`src/rtl/nmi_line_pkg.sv`:
```
// Package: shared trigger encoding and layout helpers for the single-line
// interrupt controller. Assumes byte-addressed 32-bit register slots.
package nmi_line_pkg;

    // Trigger type held in bits [1:0] of the trigger register.
    typedef enum logic [1:0] {
        TRIG_LVL_LO = 2'd0,
        TRIG_FALL   = 2'd1,
        TRIG_LVL_HI = 2'd2,
        TRIG_RISE   = 2'd3
    } trig_e;

    // Byte offsets of the two slots that follow the trigger register.
    localparam int unsigned SLOT_A = 4;
    localparam int unsigned SLOT_B = 8;

    // True when the trigger type reacts to a level rather than an edge.
    function automatic logic is_level(input trig_e t);
        return (t == TRIG_LVL_LO) || (t == TRIG_LVL_HI);
    endfunction

endpackage

```
`src/rtl/nmi_line_sync.sv`:
```
// Module: multi-stage synchroniser for the asynchronous interrupt pin.
// Assumes STAGES >= 2. Every flop resets to RST_VAL (the idle pin level), so
// that leaving reset does not itself look like pin activity.
module nmi_line_sync #(
    parameter int unsigned STAGES  = 2,
    parameter logic        RST_VAL = 1'b1
) (
    input  logic clk,
    input  logic rst_n,
    input  logic pin_i,
    output logic sync_o
);

    logic [STAGES-1:0] chain_q;

    generate
        for (genvar s = 0; s < STAGES; s++) begin : g_stage
            if (s == 0) begin : g_first
                // Capture the raw pin in the first stage.
                always_ff @(posedge clk) begin
                    if (!rst_n) chain_q[0] <= RST_VAL;
                    else        chain_q[0] <= pin_i;
                end
            end else begin : g_next
                // Pass the sample one stage down the chain.
                always_ff @(posedge clk) begin
                    if (!rst_n) chain_q[s] <= RST_VAL;
                    else        chain_q[s] <= chain_q[s-1];
                end
            end
        end
    endgenerate

    assign sync_o = chain_q[STAGES-1];

endmodule

```
`src/rtl/nmi_line_detect.sv`:
```
// Module: turns the synchronised pin into a one-cycle event strobe (edge
// modes) or a per-cycle active strobe (level modes). It assumes that sync_i
// is already in the clk domain. The previous sample resets to RST_VAL.
module nmi_line_detect
    import nmi_line_pkg::*;
#(
    parameter logic RST_VAL = 1'b1
) (
    input  logic  clk,
    input  logic  rst_n,
    input  logic  sync_i,
    input  trig_e trig_i,
    output logic  hit_o
);

    logic prev_q;
    logic rise_w;
    logic fall_w;

    // Hold the previous synchronised sample for edge comparison.
    always_ff @(posedge clk) begin
        if (!rst_n) prev_q <= RST_VAL;
        else        prev_q <= sync_i;
    end

    assign rise_w = sync_i & ~prev_q;
    assign fall_w = ~sync_i & prev_q;

    // Pick the event condition selected by the trigger type.
    always_comb begin
        unique case (trig_i)
            TRIG_LVL_LO: hit_o = ~sync_i;
            TRIG_FALL:   hit_o = fall_w;
            TRIG_LVL_HI: hit_o = sync_i;
            TRIG_RISE:   hit_o = rise_w;
            default:     hit_o = 1'b0;
        endcase
    end

    // An edge event never repeats in the next cycle while the mode holds.
    AST_EDGE_SINGLE: assert property (@(posedge clk) disable iff (!rst_n)
        (hit_o && !is_level(trig_i)) |=> (!hit_o || trig_i != $past(trig_i)));

endmodule

```
`src/rtl/nmi_line_regs.sv`:
```
// Module: register file and request logic. It decodes the byte offset, holds
// the trigger register, the sticky pending flag and the enable bit, and
// registers the gated request. It assumes one write strobe per access and
// ADDR_W >= 4.
module nmi_line_regs
    import nmi_line_pkg::*;
#(
    parameter int unsigned ADDR_W      = 4,
    parameter int unsigned DATA_W      = 32,
    parameter bit          SWAP_LAYOUT = 1'b0
) (
    input  logic              clk,
    input  logic              rst_n,
    input  logic [ADDR_W-1:0] bus_addr_i,
    input  logic              bus_wr_en_i,
    input  logic [DATA_W-1:0] bus_wdata_i,
    output logic [DATA_W-1:0] bus_rdata_o,
    input  logic              set_i,
    output trig_e             trig_o,
    output logic              irq_o
);

    localparam logic [ADDR_W-1:0] OFF_CTRL = '0;
    localparam logic [ADDR_W-1:0] OFF_PEND = SWAP_LAYOUT ? ADDR_W'(SLOT_B) : ADDR_W'(SLOT_A);
    localparam logic [ADDR_W-1:0] OFF_EN   = SWAP_LAYOUT ? ADDR_W'(SLOT_A) : ADDR_W'(SLOT_B);

    logic [DATA_W-1:0] ctrl_q;
    logic              pend_q;
    logic              en_q;
    logic              irq_q;
    logic              sel_ctrl;
    logic              sel_pend;
    logic              sel_en;
    logic              clr_w;

    assign sel_ctrl = (bus_addr_i == OFF_CTRL);
    assign sel_pend = (bus_addr_i == OFF_PEND);
    assign sel_en   = (bus_addr_i == OFF_EN);
    assign clr_w    = bus_wr_en_i && sel_pend && bus_wdata_i[0];

    // Store every written bit of the trigger register.
    always_ff @(posedge clk) begin
        if (!rst_n)                        ctrl_q <= '0;
        else if (bus_wr_en_i && sel_ctrl)  ctrl_q <= bus_wdata_i;
    end

    // Sticky pending flag: a detected event overrides a clearing write.
    always_ff @(posedge clk) begin
        if (!rst_n)      pend_q <= 1'b0;
        else if (set_i)  pend_q <= 1'b1;
        else if (clr_w)  pend_q <= 1'b0;
    end

    // Enable bit follows bit 0 of each enable write.
    always_ff @(posedge clk) begin
        if (!rst_n)                     en_q <= 1'b0;
        else if (bus_wr_en_i && sel_en) en_q <= bus_wdata_i[0];
    end

    // Register the gated request towards the parent controller.
    always_ff @(posedge clk) begin
        if (!rst_n) irq_q <= 1'b0;
        else        irq_q <= pend_q & en_q;
    end

    // Return the addressed register, zero-extended, or zero if unmapped.
    always_comb begin
        bus_rdata_o = '0;
        if (sel_ctrl)      bus_rdata_o = ctrl_q;
        else if (sel_pend) bus_rdata_o[0] = pend_q;
        else if (sel_en)   bus_rdata_o[0] = en_q;
    end

    assign trig_o = trig_e'(ctrl_q[1:0]);
    assign irq_o  = irq_q;

    AST_CLEAR_TAKES: assert property (@(posedge clk) disable iff (!rst_n)
        (clr_w && !set_i) |=> !pend_q);

    AST_SET_WINS: assert property (@(posedge clk) disable iff (!rst_n)
        set_i |=> pend_q);

    AST_IRQ_GATED: assert property (@(posedge clk) disable iff (!rst_n)
        irq_q |-> $past(pend_q && en_q));

    AST_RESET_CLEAN: assert property (@(posedge clk) disable iff (!rst_n)
        !$past(rst_n) |-> (!en_q && !pend_q && !irq_q && ctrl_q == '0));

    AST_UNMAPPED_INERT: assert property (@(posedge clk) disable iff (!rst_n)
        (bus_wr_en_i && !sel_ctrl && !sel_pend && !sel_en) |=> ($stable(ctrl_q) && $stable(en_q)));

endmodule

```
`src/rtl/nmi_line_ctrl.sv`:
```
// Module: top of the single-line interrupt controller. It chains the pin
// synchroniser, the trigger detector and the register file. It assumes that
// the pin idles high, which is the value the synchroniser resets to.
module nmi_line_ctrl
    import nmi_line_pkg::*;
#(
    parameter int unsigned ADDR_W      = 4,
    parameter int unsigned DATA_W      = 32,
    parameter int unsigned SYNC_STAGES = 2,
    parameter bit          SWAP_LAYOUT = 1'b0,
    parameter logic        PIN_IDLE    = 1'b1
) (
    input  logic              clk,
    input  logic              rst_n,
    input  logic              nmi_pin,
    input  logic [ADDR_W-1:0] bus_addr,
    input  logic              bus_wr_en,
    input  logic [DATA_W-1:0] bus_wdata,
    output logic [DATA_W-1:0] bus_rdata,
    output logic              irq_out
);

    logic  pin_sync;
    logic  hit;
    trig_e trig;

    nmi_line_sync #(
        .STAGES  (SYNC_STAGES),
        .RST_VAL (PIN_IDLE)
    ) u_sync (
        .clk    (clk),
        .rst_n  (rst_n),
        .pin_i  (nmi_pin),
        .sync_o (pin_sync)
    );

    nmi_line_detect #(
        .RST_VAL (PIN_IDLE)
    ) u_detect (
        .clk    (clk),
        .rst_n  (rst_n),
        .sync_i (pin_sync),
        .trig_i (trig),
        .hit_o  (hit)
    );

    nmi_line_regs #(
        .ADDR_W      (ADDR_W),
        .DATA_W      (DATA_W),
        .SWAP_LAYOUT (SWAP_LAYOUT)
    ) u_regs (
        .clk         (clk),
        .rst_n       (rst_n),
        .bus_addr_i  (bus_addr),
        .bus_wr_en_i (bus_wr_en),
        .bus_wdata_i (bus_wdata),
        .bus_rdata_o (bus_rdata),
        .set_i       (hit),
        .trig_o      (trig),
        .irq_o       (irq_out)
    );

endmodule

```
`config.mk`:
```
export PLATFORM = sky130hd
export DESIGN_NAME = nmi_line_ctrl
export DESIGN_NICKNAME = d
export VERILOG_FILES = /design/src/rtl/nmi_line_pkg.sv /design/src/rtl/nmi_line_sync.sv /design/src/rtl/nmi_line_detect.sv /design/src/rtl/nmi_line_regs.sv /design/src/rtl/nmi_line_ctrl.sv
export SDC_FILE = /design/constraint.sdc
export NUM_CORES = 1
export LEC_CHECK = 0
export BUFFER_PORTS_ARGS = -buffer_cell sky130_fd_sc_hd__buf_2
export CORE_AREA = 2 2 68 70
export CTS_CLUSTER_SIZE = 20
export DETAILED_ROUTE_END_ITERATION = 10
export DIE_AREA = 0 0 70 72
export MAX_ROUTING_LAYER = met4
export PLACE_DENSITY = 0.73
export SYNTH_ARGS = -nofsm -noshare
export SYNTH_HDL_FRONTEND = slang
export SYNTH_SLANG_ARGS = --single-unit
```
`constraint.sdc`:
```
create_clock -name clk -period 0.9 [get_ports clk]
set_input_delay 0.09 -clock clk [delete_from_list [all_inputs] [get_ports clk]]
set_output_delay 0.09 -clock clk [all_outputs]
set_load 0.02 [all_outputs]
```
==> impl_metrics.csv, run 1 <==
group,metric,value,unit
critical_path,arrival,1100,ps
route,wl_per_cell,11.7,um
synth,synth_top_area_frac,0.428,
job,cap_violations,0,
synth,synth_top_area_cell,"dfxtp_1",
synth,synth_top_family_by_area,"simple AND/OR/NAND/NOR gates",
synth,syn_inst,201,
synth,yosys-top-cells-area,"dfxtp_1, mux2i_1, nand2_1",
sta,max-slew-margin-rel,0.811,
sta,setup_viol,32,
place,post-place-ws,-236,ps
synth,avgSynthCellArea,8.85,sq um
global_route,gr-total-overflow,0,
die,io_pins,73,
pwr,vdd_drop_max,852,uV
critical_path,worstSetupEndpointType,"primary output",
sta,period_minus_slack,1190,ps
route,route.detailed.drc,0,
sta,fin_ws,-292,ps
sta,skew,3.76,ps
critical_path,crit_fanout,8,
pwr,pwr-share-seq,0.554,
finish,diodes,0,
place,dp_hpwl,2530,um
global_route,grt_use_met1,0.184,
global_route,grtUsageMet2,0.281,
global_route,grt_pass1_wl,6500,um
synth,yosys.area_share.simple,0.289,
sta,hold_viol,0,
sta,worstMarginPinSlew,281,ps
hold_path,min-delay-path-class,"primary input to flip-flop",
place,io_buffer_count,72,
critical_path,worstSetupStartpointType,"primary input",
route,firstDrtPassIters,4,
pwr,p_per_area,1140,nW/um^2
die,start_util,0.417,
pwr,p_leak,1.19,nW
die,std_cell_rows,24,
global_route,grtUsageMet3,0.0444,
synth,yosys_warnings,0,
route,drt_wl_total,3920,um
sta,slew_viol_final,0,
synth,synthXorXnorAreaFrac,0.00985,
cts,cts_root_buf,"clkbuf_8",
cts,htreeDepth,2,
cts,clock_sinks,38,
global_route,grt_pass1_vias,1508,
critical_path,cp.required,810,ps
die,die_height,72,um
global_route,grt_max_degree,43,
cts,cts_buffers,5,
route,viasPerCell,4.56,
die,dieArea,5040,sq um
global_route,grt.busiest_layer,"met2",
finish,area_growth,52.7,%
sta,max_freq,839,MHz
synth,synth_seq_area_share,0.428,
critical_path,crit_type,"primary input to primary output",
synth,synth_compound_area_frac,0.0183,
cts,cts_tree,"done",
route,postRouteAntennaNets,0,
route,vias,1528,
global_route,antenna_found_initial,0,
pwr,p_int,0.00243,W
synth,synth_cell_types,20,
sta,rsz0062_at_grt,"yes",
finish,fin_nets,323,
finish,drive_above_1_share,0.473,
pwr,sw_frac_of_total,0.220,
place,place.gp.congestion,0.790,
cts,clk_latency,280,ps
pwr,pwr-share-comb,0.108,
status,status,"finished, violations left",
sta,finalSetupTns,-7120,ps
sta,period_share,1.32,
synth,syn-num-nets,241,
synth,synthAdderAreaFrac,0,
pwr,p_clk_frac,0.338,
synth,synth_area,1780,sq um
pwr,p_sw,0.000686,W
route,drt-initial-drc-count,54,
sta,holdWs,53.5,ps
synth,synth_mux_area_frac,0.191,
cts,cts.clk_slew.worst_paths,70,ps
status,violations,"setup timing",
cts,cts_buffer_depth,2,
synth,ys_seq_elements,38,
finish,post-route-util,0.637,
global_route,grt_usage,0.163,
die,core,4260,sq um
die,dieWidth,70,um
[path summary, 6_finish.rpt]
kind	start	to	slack, ps	cells after the start
worst max-delay path	bus_addr[2]	bus_rdata[18]	-290	6
worst min-delay path	bus_wdata[1]	u_regs.ctrl_q[1]$_SDFFE_PN0P_	50	3
worst max register to register	u_regs.ctrl_q[1]$_SDFFE_PN0P_	u_regs.pend_q$_SDFFE_PN0P_	60	3
worst min register to register	u_sync.chain_q[0]$_SDFF_PN1_	u_sync.sync_o$_SDFF_PN1_	410	1
[cells in the final DEF, fill, tap and decap left out, types with 3 or more instances in the layout]
master and n:
clkbuf_8 5, dfxtp_2 3, and2_2 10, buf_2 38
buf_4 8, buf_12 4, buf_6 35, nand2_1 65
and2_4 21, dfxtp_1 35, nand2b_1 3, mux2i_1 33
[cell type report]
| cell class | instances | area [sq um] |
|---|---|---|
| fillers | 361 | 1550 |
| clock buffers | 7 | 76.3 |
| repair buffers | 90 | 815 |
| multi-input cells | 148 | 997 |
| well taps | 52 | 65.1 |
| flip-flops and latches | 38 | 764 |
[critical path, stage by stage]
cell and delay (ps):
buf_8 100, nor4_4 330, buf_4 190, buf_6 130, and2_4 150, buf_6 110
[synthesized netlist by cell type]
library cell / count
a21oi_1: 1
and2_1: 32
and2b_2: 1
and3_1: 2
buf_12: 3
buf_2: 1
buf_6: 1
clkbuf_1: 10
dfxtp_1: 38
mux2i_1: 34
nand2_1: 65
nand2b_1: 3
nand3_1: 2
nor2_1: 2
nor4_2: 1
o21a_1: 1
o2bb2ai_1: 1
o41a_1: 1
xnor2_1: 1
xor2_1: 1
[sequential cells by signal, indices dropped and copies added (netlist names)]
signal           cells
u_regs.ctrl_q       32
u_detect.prev_q      1
u_regs.en_q          1
u_regs.irq_o         1
u_regs.pend_q        1
u_sync.chain_q       1
u_sync.sync_o        1
[repair_timing]
action / in CTS / in global routing
buffers inserted: 2 / 0
pin swaps: 9 / 9
endpoints found under the setup margin: 32 / 40
gates cloned: 1 / 3
gates resized for setup: 81 / 23
endpoints found under the hold margin: 1 / 0
hold buffers: 1 / 0
[layer usage]
layer	wire (um)	vias up	share of wire
met4	61	0	0.016
met2	1910	49	0.49
li1	-	806	-
met1	1710	666	0.44
met3	232	7	0.059
met5	0	-	0
[logic make-up (layout without fill, tap and decap cells)]
family | count (synthesis) | count (layout)
xor gates and xnor gates | 2 | 2
and+or+nand+nor | 108 | 108
AOI/OAI and AO/OA | 4 | 4
DFF | 38 | 38
buffers and inverters | 15 | 97
muxes | 34 | 34
[power groups by stage]
stage | Combinational [W] | Clock [W] | Sequential (W)
after CTS | 0.000323 | 0.00111 | 0.00172
after floorplan | 0.000150 | 0 | 0.00176
after global placement | 0.000293 | 0 | 0.00176
final | 0.000337 | 0.00105 | 0.00172
after detailed placement | 0.000296 | 0 | 0.00176
after global routing | 0.000376 | 0.00118 | 0.00172
[metrics by stage]
step	std cells	instance area, sq um	power, W
after global routing	335	2720	0.00328
final	335	2720	0.00311
after detailed placement	321	2270	0.00205
after floorplan	201	1830	0.00191
after CTS	332	2620	0.00315
after global placement	321	2270	0.00205
Power figures use the tool's default switching activity.
==> run 2: changes to the inputs <==
- BUFFER_PORTS_ARGS: -buffer_cell sky130_fd_sc_hd__buf_2 -> -buffer_cell sky130_fd_sc_hd__buf_4
- CORE_AREA: 2 2 68 70 -> 2 2 63 65
- DIE_AREA: 0 0 70 72 -> 0 0 65 67
- PLACE_DENSITY: 0.73 -> 0.81
- clock period: 0.9 -> 1.43 ns (I/O delays scaled with it)
==> impl_metrics.csv, run 2 (synthesis results as in run 1) <==
group,metric,value,unit
status,status,"completed",
cts,cts_setup_buffers,0,
finish,multiInputGateArea,915,sq um
pwr,vdd_drop_max,577,uV
global_route,grt_max_degree,33,
critical_path,cp_num_buf_inv,1,
finish,final_cell_mix,"buf_4, nand2_1, dfxtp_1",
die,core,3610,sq um
finish,finalNonFillerCells,319,
place,io_buffer_count,72,
critical_path,critPathMaxStageDelay,330,ps
job,cap_violations,0,
cts,cts.clk_slew.worst_paths,60,ps
finish,area_growth,36.1,%
critical_path,crit_type,"flip-flop to primary output",
sta,skew,0.535,ps
critical_path,crit_family,"flip-flops",
critical_path,worstSetupStartpointType,"flip-flop",
critical_path,worstSetupEndpointType,"primary output",
place,dp_cells,312,
finish,layout_commonest_cell,"buf_4",
route,route.detailed.drc,0,
route,wl_per_cell,10.9,um
die,dieWidth,65,um
cts,holdBufCountCts,0,
finish,largest_register_ffs,32,
critical_path,crit_fanout,3,
finish,regArea,761,sq um
sta,period_minus_slack,1260,ps
critical_path,cp.required,1290,ps
finish,fin_nets,311,
sta,setup_viol,0,
die,start_util,0.493,
route,postRouteAntennaNets,0,
finish,top_register,"u_regs.ctrl_q",
cts,cts_buffer_depth,2,
finish,diodes,0,
sta,finalSetupTns,0,ps
sta,worstMarginPinSlew,287,ps
cts,ctsResizeCount,0,
global_route,antenna_found_initial,0,
cts,cts_tree,"done",
critical_path,critical_path.cell_chain,"mux2i_1 -> o2bb2ai_1 -> and2_1 -> buf_4",
global_route,grt_usage,0.175,
route,vias,1485,
die,io_pins,73,
sta,hold_viol,0,
finish,nFillCells,315,
finish,post-route-util,0.672,
sta,max-slew-margin-rel,0.807,
pwr,p_leak,1.06,nW
route,drt-initial-drc-count,35,
global_route,grt_pass1_vias,1414,
finish,drive_above_1_share,0.317,
sta,max_freq,794,MHz
cts,clk_latency,280,ps
pwr,p_per_area,800,nW/um^2
global_route,gr-total-overflow,0,
die,std_cell_rows,22,
critical_path,slowest_stage,"dfxtp_1",
route,firstDrtPassIters,4,
place,place.gp.congestion,0.716,
global_route,grt_pass1_wl,5730,um
cts,cts_root_buf,"clkbuf_8",
sta,rsz0062_at_grt,"no",
die,dieArea,4360,sq um
critical_path,arrival,1120,ps
sta,period_share,0.881,
cts,clock_sinks,38,
place,dp_hpwl,2590,um
die,die_height,67,um
cts,htreeDepth,2,
sta,slew_viol_final,0,
cts,cts_buffers,5,
route,drt_wl_total,3490,um
sta,holdWs,45.3,ps
route,viasPerCell,4.66,
hold_path,min-delay-path-class,"primary input to flip-flop",
## run 2: changes by cell type in the layout (fill, tap and decap cells not counted), sizes merged
| cell | before | now |
|---|---|---|
| buf | 87 | 78 |
| clkbuf | 9 | 7 |
| dlygate4sd3 | 1 | 0 |
## run 2: worst register-to-register path, cell delays in order (launching register included)
cell	delay (ps)
dfxtp_1	410
xnor2_1	140
a21oi_1	80
o21a_1	160
## run 2: area by class of cell
class / instances / share of cell area
sequential: 38 / 0.314
tap: 48 / 0.0248
clock buffer: 7 / 0.0315
timing repair buffer: 78 / 0.252
multi-input combinational: 148 / 0.378
## run 2: path summary, 6_finish.rpt
| path | startpoint | end | cells past startpoint | slack, ps |
|---|---|---|---|---|
| max | u_regs.ctrl_q[0]$_SDFFE_PN0P_ | bus_rdata[0] | 4 | 170 |
| min | nmi_pin | u_sync.chain_q[0]$_SDFF_PN1_ | 2 | 50 |
| max reg2reg | u_regs.ctrl_q[1]$_SDFFE_PN0P_ | u_regs.pend_q$_SDFFE_PN0P_ | 3 | 540 |
| min reg2reg | u_sync.chain_q[0]$_SDFF_PN1_ | u_sync.sync_o$_SDFF_PN1_ | 1 | 410 |
## run 2: power breakdown
group	internal, W	switching [W]	total, W
logic	0.000112	0.0000864	0.000199
registers	0.00108	0.00000784	0.00108
clock network	0.000335	0.000322	0.000657
## run 2: through the flow
step	instance area (sq um)	power, W	setup WS [ps]
finish	2420	0.00194	170
global route	2420	0.00204	104
CTS	2420	0.00197	161
detailed placement	2350	0.00131	185
global placement	2350	0.00130	185
floorplan	1780	0.00120	329
## run 2: layer usage
metal  GRT usage  vias to the layer above  routed length, um
met4      0.0798                        0                 62
met2       0.300                       44               1680
met3      0.0304                        7                188
met5           -                        -                  0
li1            -                      775                  -
met1       0.199                      659               1560
==> run 3: changes to the inputs <==
- PLACE_DENSITY: 0.81 -> 0.86
==> impl_metrics.csv, run 3 (synthesis results as in run 1) <==
group,metric,value,unit
die,die_height,67,um
route,route.detailed.drc,0,
place,dp_hpwl,2560,um
die,core,3610,sq um
place,dp_cells,311,
finish,area_growth,35.7,%
route,wl_per_cell,11.1,um
place,place.gp.congestion,0.712,
sta,hold_viol,0,
sta,period_share,0.903,
cts,holdBufCountCts,0,
critical_path,cp.required,1290,ps
cts,cts_tree,"done",
pwr,pwr-share-seq,0.557,
critical_path,crit_fanout,3,
die,dieArea,4360,sq um
sta,holdWs,55.1,ps
place,io_buffer_count,72,
critical_path,arrival,1150,ps
route,viasPerCell,4.70,
finish,regArea,761,sq um
route,firstDrtPassIters,4,
cts,ctsResizeCount,0,
cts,cts_setup_buffers,0,
status,status,"completed",
sta,fin_ws,138,ps
global_route,grt_pass1_vias,1366,
die,io_pins,73,
global_route,grt_pass1_wl,6040,um
finish,largest_register_ffs,32,
pwr,p_int,0.00152,W
pwr,p_clk_frac,0.341,
finish,drive_above_1_share,0.315,
cts,cts_buffer_depth,2,
critical_path,worstSetupEndpointType,"primary output",
job,cap_violations,0,
sta,worstMarginPinSlew,237,ps
die,std_cell_rows,22,
finish,fin_area,2410,sq um
cts,cts.clk_slew.worst_paths,70,ps
finish,top_register,"u_regs.ctrl_q",
cts,cts_root_buf,"clkbuf_8",
finish,nFillCells,319,
cts,cts_buffers,5,
finish,diodes,0,
pwr,pwr-share-comb,0.103,
cts,clock_sinks,38,
finish,finalNonFillerCells,318,
sta,setup_viol,0,
cts,clk_latency,280,ps
hold_path,min-delay-path-class,"primary input to flip-flop",
pwr,vdd_drop_max,673,uV
sta,max_freq,774,MHz
finish,multiInputGateArea,915,sq um
pwr,p_sw,0.000423,W
route,drt_wl_total,3530,um
finish,layout_commonest_cell,"buf_4",
sta,finalSetupTns,0,ps
route,drt-initial-drc-count,42,
sta,max-slew-margin-rel,0.842,
critical_path,slowest_stage,"dfxtp_1",
die,start_util,0.493,
critical_path,critical_path.cell_chain,"mux2i_1 -> o2bb2ai_1 -> and2_1 -> buf_4",
global_route,antenna_found_initial,0,
finish,final_cell_mix,"buf_4, nand2_1, dfxtp_1",
route,vias,1496,
sta,skew,5.74,ps
pwr,p_per_area,806,nW/um^2
critical_path,critPathMaxStageDelay,330,ps
global_route,grt_usage,0.186,
sta,period_minus_slack,1290,ps
route,postRouteAntennaNets,0,
critical_path,crit_type,"flip-flop to primary output",
cts,htreeDepth,2,
pwr,sw_frac_of_total,0.217,
place,postPlaceCellArea,2340,sq um
sta,rsz0062_at_grt,"no",
die,dieWidth,65,um
finish,fin_nets,310,
global_route,gr-total-overflow,0,
sta,slew_viol_final,0,
global_route,grt_max_degree,33,
pwr,p_leak,1.06,nW
critical_path,worstSetupStartpointType,"flip-flop",
place,post-place-ws,208,ps
## run 3: changes by cell type in the layout (fill, tap and decap cells not counted)
cell	before	now
buf_4	76	75
## run 3: power groups by stage
stage / clock network, W / registers [W] / logic (W)
2_1_floorplan: 0 / 0.00111 / 0.0000927
3_3_place_gp: 0 / 0.00111 / 0.000197
3_5_place_dp: 0 / 0.00111 / 0.000201
4_1_cts: 0.000679 / 0.00108 / 0.000202
5_1_grt: 0.000752 / 0.00108 / 0.000222
6_report: 0.000663 / 0.00108 / 0.000200
## run 3: worst paths after layout
check,from,to,slack [ps],cells after the start
worst max-delay path,u_regs.ctrl_q[0]$_SDFFE_PN0P_,bus_rdata[0],140,4
worst min register to register,u_sync.chain_q[0]$_SDFF_PN1_,u_sync.sync_o$_SDFF_PN1_,410,1
worst min-delay path,nmi_pin,u_sync.chain_q[0]$_SDFF_PN1_,60,2
worst max register to register,u_regs.ctrl_q[1]$_SDFFE_PN0P_,u_regs.pend_q$_SDFFE_PN0P_,560,3
## run 3: through the flow
step | total power [W] | util
after floorplan | 0.00120 | -
after CTS | 0.00196 | 0.670
after global routing | 0.00206 | 0.670
after detailed placement | 0.00131 | 0.649
after global placement | 0.00130 | 0.649
final | 0.00195 | 0.670
## run 3: critical path: cells and delay by family, from the launching register on
kind                   cells  cell delay, ps
AO/OA/AOI/OAI              1              90
buffers and inverters      1             150
flip-flops                 1             330
multiplexers               1             160
AND/OR/NAND/NOR            1             150
## run 3: area by class of cell
class                           count  area share
Timing Repair Buffer               77       0.250
Multi-Input combinational cell    148       0.379
Clock buffer                        7      0.0316
Sequential cell                    38       0.315
Tap cell                           48      0.0249
## run 3: metal layers
layer / global-route usage / share of wire / up-vias
met2: 0.294 / 0.45 / 50
li1: - / - / 777
met4: 0.0559 / 0.0099 / 0
met1: 0.224 / 0.47 / 667
met3: 0.0659 / 0.065 / 2
met5: - / 0 / -
